## config.mk

```make
export PLATFORM = sky130hd
export DESIGN_NAME = divcfg_loader
export DESIGN_NICKNAME = d
export VERILOG_FILES = /design/src/rtl/cfg_pkg.sv /design/src/rtl/cfg_sync.sv /design/src/rtl/cfg_shift.sv /design/src/rtl/cfg_hold.sv /design/src/rtl/divcfg_loader.sv
export SDC_FILE = /design/constraint.sdc
export NUM_CORES = 1
export LEC_CHECK = 0
export BUFFER_PORTS_ARGS = -buffer_cell sky130_fd_sc_hd__buf_4
export CAP_MARGIN = 25
export CORE_UTILIZATION = 51
export CTS_CLUSTER_DIAMETER = 80
export DETAILED_ROUTE_END_ITERATION = 10
export GPL_TIMING_DRIVEN = 0
export PLACE_DENSITY = 0.73
export SLEW_MARGIN = 10
export SYNTH_ARGS = -nofsm -noshare
export SYNTH_HDL_FRONTEND = slang
export SYNTH_SLANG_ARGS = --single-unit
```

## constraint.sdc

```tcl
create_clock -name clk -period 4.1 [get_ports clk]
set_input_delay 0.615 -clock clk [delete_from_list [all_inputs] [get_ports clk]]
set_output_delay 0.615 -clock clk [all_outputs]
set_load 0.05 [all_outputs]
```

## src/rtl/cfg_pkg.sv

```systemverilog
package cfg_pkg;
  typedef enum logic [1:0] {
    TSEL_LOW  = 2'b00,
    TSEL_SDAT = 2'b01,
    TSEL_MFB  = 2'b10,
    TSEL_FOUT = 2'b11
  } tsel_e;

  // inclusive window test on zero-extended values
  function automatic logic in_window(input logic [15:0] v,
                                     input logic [15:0] lo,
                                     input logic [15:0] hi);
    return (v >= lo) && (v <= hi);
  endfunction
endpackage

```

## src/rtl/cfg_sync.sv

```systemverilog
module cfg_sync #(
  parameter int          W       = 1,
  parameter int          STAGES  = 2,
  parameter logic [W-1:0] RST_VAL = '0
) (
  input  logic         clk,
  input  logic         rst_n,
  input  logic [W-1:0] d,
  output logic [W-1:0] q
);
  logic [W-1:0] st [STAGES];

  always_ff @(posedge clk or negedge rst_n) begin
    if (!rst_n) st[0] <= RST_VAL;
    else        st[0] <= d;
  end

  for (genvar i = 1; i < STAGES; i++) begin : g_stage
    always_ff @(posedge clk or negedge rst_n) begin
      if (!rst_n) st[i] <= RST_VAL;
      else        st[i] <= st[i-1];
    end
  end

  assign q = st[STAGES-1];
endmodule

```

## src/rtl/cfg_shift.sv

```systemverilog
module cfg_shift #(
  parameter int WORD_W = 14
) (
  input  logic              clk,
  input  logic              rst_n,
  input  logic              en,
  input  logic              sclk_s,
  input  logic              sdat_s,
  output logic [WORD_W-1:0] sh_q,
  output logic [WORD_W-1:0] sh_next,
  output logic              shift_ev
);
  logic sclk_d;

  always_ff @(posedge clk or negedge rst_n) begin
    if (!rst_n) sclk_d <= 1'b0;
    else        sclk_d <= sclk_s;
  end

  assign shift_ev = en && sclk_s && !sclk_d;
  assign sh_next  = shift_ev ? {sh_q[WORD_W-2:0], sdat_s} : sh_q;

  always_ff @(posedge clk or negedge rst_n) begin
    if (!rst_n) sh_q <= '0;
    else        sh_q <= sh_next;
  end

  AST_SHIFT_LSB: assert property (@(posedge clk) disable iff (!rst_n)
    (en && sclk_s && !sclk_d) |=> (sh_q[0] == $past(sdat_s)));
  AST_SHIFT_GATED: assert property (@(posedge clk) disable iff (!rst_n)
    (!en) |=> (sh_q == $past(sh_q)));
endmodule

```

## src/rtl/cfg_hold.sv

```systemverilog
module cfg_hold #(
  parameter int           M_W   = 9,
  parameter int           N_W   = 3,
  parameter int           T_W   = 2,
  parameter logic [M_W-1:0] M_RST = 9'd250,
  localparam int          WORD_W = M_W + N_W + T_W
) (
  input  logic              clk,
  input  logic              rst_n,
  input  logic              pld_n_s,
  input  logic              sld_s,
  input  logic [M_W-1:0]    pm_s,
  input  logic [N_W-1:0]    pn_s,
  input  logic [WORD_W-1:0] sh_next,
  output logic [M_W-1:0]    m_q,
  output logic [N_W-1:0]    n_q,
  output logic [T_W-1:0]    t_q
);
  // parallel low: follow pins; serial strobe high: follow shift word;
  // otherwise hold (that is the latching on either rising strobe / falling sld)
  always_ff @(posedge clk or negedge rst_n) begin
    if (!rst_n) begin
      m_q <= M_RST;
      n_q <= '0;
      t_q <= '0;
    end else if (!pld_n_s) begin
      m_q <= pm_s;
      n_q <= pn_s;
    end else if (sld_s) begin
      {t_q, n_q, m_q} <= sh_next;
    end
  end

  AST_PAR_FOLLOW: assert property (@(posedge clk) disable iff (!rst_n)
    (!pld_n_s) |=> (m_q == $past(pm_s) && n_q == $past(pn_s)));
  AST_IDLE_HOLD: assert property (@(posedge clk) disable iff (!rst_n)
    (pld_n_s && !sld_s) |=> ({t_q, n_q, m_q} == $past({t_q, n_q, m_q})));
  AST_SER_XPARENT: assert property (@(posedge clk) disable iff (!rst_n)
    (pld_n_s && sld_s) |=> ({t_q, n_q, m_q} == $past(sh_next)));
  AST_T_PAR_KEEP: assert property (@(posedge clk) disable iff (!rst_n)
    (!pld_n_s) |=> (t_q == $past(t_q)));
endmodule

```

## src/rtl/divcfg_loader.sv

```systemverilog
module divcfg_loader #(
  parameter int M_W    = 9,
  parameter int N_W    = 3,
  parameter int T_W    = 2,
  parameter int STAGES = 2,
  parameter int M_LO   = 250,
  parameter int M_HI   = 500,
  parameter int M_DEF  = 250
) (
  input  logic           clk,
  input  logic           rst_n,
  input  logic           pld_n,
  input  logic [M_W-1:0] pm_in,
  input  logic [N_W-1:0] pn_in,
  input  logic           sclk,
  input  logic           sdat,
  input  logic           sld,
  input  logic           mrst,
  input  logic           mfb_in,
  input  logic           fout_in,
  output logic [M_W-1:0] m_out,
  output logic [N_W-1:0] n_out,
  output logic           test_out,
  output logic           div_rst,
  output logic           m_ok
);
  import cfg_pkg::*;

  localparam int WORD_W = M_W + N_W + T_W;
  localparam int DATA_W = M_W + N_W;

  logic pld_n_s, sld_s, sclk_s, sdat_s, mrst_s;
  logic [M_W-1:0]    pm_s;
  logic [N_W-1:0]    pn_s;
  logic [WORD_W-1:0] sh_q, sh_next;
  logic              shift_ev;
  logic [T_W-1:0]    t_q;
  tsel_e             tsel;

  cfg_sync #(.W(5), .STAGES(STAGES), .RST_VAL(5'b10000)) u_ctl_sync (
    .clk(clk), .rst_n(rst_n),
    .d({pld_n, sld, sclk, sdat, mrst}),
    .q({pld_n_s, sld_s, sclk_s, sdat_s, mrst_s})
  );

  cfg_sync #(.W(DATA_W), .STAGES(STAGES), .RST_VAL('0)) u_dat_sync (
    .clk(clk), .rst_n(rst_n),
    .d({pm_in, pn_in}),
    .q({pm_s, pn_s})
  );

  cfg_shift #(.WORD_W(WORD_W)) u_shift (
    .clk(clk), .rst_n(rst_n), .en(pld_n_s),
    .sclk_s(sclk_s), .sdat_s(sdat_s),
    .sh_q(sh_q), .sh_next(sh_next), .shift_ev(shift_ev)
  );

  cfg_hold #(.M_W(M_W), .N_W(N_W), .T_W(T_W), .M_RST(M_W'(M_DEF))) u_hold (
    .clk(clk), .rst_n(rst_n), .pld_n_s(pld_n_s), .sld_s(sld_s),
    .pm_s(pm_s), .pn_s(pn_s), .sh_next(sh_next),
    .m_q(m_out), .n_q(n_out), .t_q(t_q)
  );

  assign tsel = tsel_e'(t_q[1:0]);

  always_comb begin
    test_out = 1'b0;
    if (pld_n_s) begin
      unique case (tsel)
        TSEL_LOW:  test_out = 1'b0;
        TSEL_SDAT: test_out = sdat_s;
        TSEL_MFB:  test_out = mfb_in;
        TSEL_FOUT: test_out = fout_in;
      endcase
    end
  end

  assign div_rst = mrst_s;
  assign m_ok    = in_window(16'(m_out), 16'(M_LO), 16'(M_HI));

  AST_TEST_PAR_LOW: assert property (@(posedge clk) disable iff (!rst_n)
    (!pld_n_s) |-> (!test_out));
  AST_MRST_KEEP: assert property (@(posedge clk) disable iff (!rst_n)
    (mrst_s && pld_n_s && !sld_s) |=> (m_out == $past(m_out) && n_out == $past(n_out)));
  AST_SHIFT_NO_OUT: assert property (@(posedge clk) disable iff (!rst_n)
    (shift_ev && !sld_s) |=> (m_out == $past(m_out)));
  AST_SH_TRACK: assert property (@(posedge clk) disable iff (!rst_n)
    (!shift_ev) |=> (sh_q == $past(sh_q)));
endmodule

```

==> summary.txt <==
First DRT Iteration DRCs = 73
Global Route Usage Sum = 0.197
Std cell rows = 23
Antenna violations before repair = 0
CP max stage delay = 560 ps
Pin count of the biggest net entering global routing = 64
Comb power frac = 0.171
Post-synth cell types = 21
WHS = 340 ps
Worst-path fanout max = 4
Final Core Density = 0.670
Cells after synthesis = 153
Sequential power share = 0.528
Tmin final = 2470 ps
Final setup viols = 0
Top delay family on crit path = simple AND/OR/NAND/NOR gates
Placed cell area = 2610 um^2
Vias in the first global route = 1332
CTS hold repair buffers = 0
Die Wd = 69.0 um
Ports = 36
Setup TNS = 0 ps
Leakage power = 0.00129 uW
Clock Sinks = 63
Buffers on Ports = 35
Fill cells = 330
Sequential Area = 1590 um^2
Critical Path, Cell by Cell = nand4_1, or4b_1, nand3_1, buf_4
Layout area overhead = 21.3%
Clock buffer depth = 2
Layout cells sized above 1 = 0.377
Nets = 220
Placed insts = 238
TritonCTS clock tree = done
Fin crit share = 0.602
Pre-antenna DRT Iters = 4
First-pass GRT wire length = 6350 um
Crit path buffers/inverters = 1
Root Driver = clkbuf_8
Max-slew violations = 0
CTS H-tree depth = 3
Worst-Margin Slew = 753 ps
Insertion delay of the later-clocked pin in the worst-skew pair = 320 ps
Setup Buffers After CTS = 0
# diodes = 0
Routed WL = 3990 um
CTS resizes = 0
Starting density of the core = 0.552
CP Capture Type = primary output
Mapped Nets = 174
Worst EP arrival = 1860 ps
Footprint of the multi-input gates = 654 um^2
Avg Inst Size Synth = 15.0 um^2
Die Ht = 69.0 um
Switching Power = 408 uW
Critical path type = register to primary output
Internal power = 1050 uW
Final antenna-violating net count = 0
Gpl congestion = 0.728
Final Hold Fails = 0
Post-synthesis sequential area ratio = 0.693
Worst Setup Start Kind = register
Synthesized cell area = 2290 um^2
Grt ovf = 0
Post-route cell area = 2780 um^2
Total of max-cap violations = 0
Unrepaired setup endpoints after global routing = no
Clock Skews = 11.5 ps
Clock Power Share = 0.301
HPWL after DPL = 2750 um
Critical-path top delay cell = dfstp_2
#FFs+latches synth = 63
Status = complete, no violations
Vias/cell = 5.20
Vias = 1322
Max Clk Rate = 0.405 GHz
Clk slew on worst S/H paths = 70 ps
Fin cells = 254
Pwr dens = 525 nW/um^2
CP required = 3480 ps
Die area = 4760 um^2
Worst Hold Class = register to register
VDD IR-drop max = 362 uV
CTS buffer count = 9
Core area = 4140 um^2
Net Sw Frac = 0.280
Yosys Warn Count = 0
Slew HR = 0.498
WL/cell = 15.7 um
# DRC = 0
==> final timing paths <==
path | from | to | slack, ps | cells after the start
min in group asynchronous | rst_n | u_dat_sync.q[3]$_DFF_PN0_ | 370 | 1
setup reg to reg | u_ctl_sync.q[4]$_DFF_PN1_ | u_hold.m_q[7]$_DFFE_PN1P_ | 2680 | 4
hold / removal | u_dat_sync.st[15]$_DFF_PN0_ | u_dat_sync.q[3]$_DFF_PN0_ | 340 | 0
max in group asynchronous | rst_n | u_dat_sync.st[23]$_DFF_PN0_ | 3240 | 1
setup / recovery | u_hold.m_q[4]$_DFFE_PN1P_ | m_ok | 1630 | 4
hold reg to reg | u_dat_sync.st[15]$_DFF_PN0_ | u_dat_sync.q[3]$_DFF_PN0_ | 340 | 0
==> stage by stage <==
step	worst slack, ps	total power, uW
CTS	1610	1480
floorplan	1550	932
detailed placement	1960	1030
global route	1580	1530
finish	1630	1460
global placement	1980	1010
==> cells by family (layout without fill, tap and decap cells) <==
logic type,count (synthesis),in the layout,share of synthesized area
AO/OA/AOI/OAI,28,28,0.0623
flip-flops,63,63,0.693
AND/OR/NAND/NOR,27,27,0.0722
buffers and inverters,6,57,0.0208
multiplexers,29,29,0.151
==> flip-flops by register name, indices dropped and copies added, names as in the netlist <==
| signal | count |
|---|---|
| u_shift.sh_q | 14 |
| u_hold.n_q | 3 |
| u_ctl_sync.q | 5 |
| u_dat_sync.st | 12 |
| u_hold.m_q | 9 |
| u_dat_sync.q | 12 |
| u_shift.sclk_d | 1 |
| u_ctl_sync.st | 5 |
| u_hold.t_q | 2 |
==> power by group through the flow <==
stage | Sequential, uW | Clock, uW | Combinational, uW
6_report | 770 | 439 | 249
3_3_place_gp | 769 | 0 | 245
4_1_cts | 770 | 453 | 252
5_1_grt | 780 | 481 | 267
2_1_floorplan | 819 | 0 | 113
3_5_place_dp | 779 | 0 | 251
==> cells in the final DEF, fill, tap and decap left out, types with 2 or more instances in the layout <==
cell type	n
clkbuf_8	10
buf_6	3
buf_4	35
nor2b_1	13
dfrtp_1	55
o21ai_0	15
mux2i_1	14
mux2_4	10
buf_2	2
clkbuf_1	5
nor2_1	2
nand2_1	5
dfstp_2	8
a21oi_1	12
clkinv_2	2
mux2_2	5
==> synthesized netlist by cell type, drive strengths merged <==
cell type	number	area [um^2]
a21boi	1	7.51
a21oi	12	60.1
buf	5	43.8
clkbuf	1	3.75
dfrtp	55	1380
dfstp	8	210
mux2	15	206
mux2i	14	140
nand2	6	30.0
nand3	1	5.00
nand3b	1	7.51
nand4	1	6.26
nor2	2	7.51
nor2b	14	90.1
nor4b	1	8.76
o21ai	15	75.1
or4b	1	10.0
==> layer usage <==
layer	global-route usage	vias up	part of all wire
li1	-	621	-
met1	0.254	667	0.45
met2	0.309	28	0.50
met3	0.0493	6	0.036
met4	0.0995	0	0.010
met5	0	-	0
==> final cells by class <==
cell class / instances / area share
Buffer: 6 / 0.0171
Clock buffer: 14 / 0.0550
Clock inverter: 2 / 0.00361
Multi-Input combinational cell: 84 / 0.236
Sequential cell: 63 / 0.571
Tap cell: 50 / 0.0225
Timing Repair Buffer: 35 / 0.0946
==> worst register-to-register path: stages (launching register included) <==
cell and delay, ps:
dfstp_2 610, nor2b_1 240, buf_2 280, a21oi_1 100, o21ai_0 100
(Power assumes the default switching activity.)
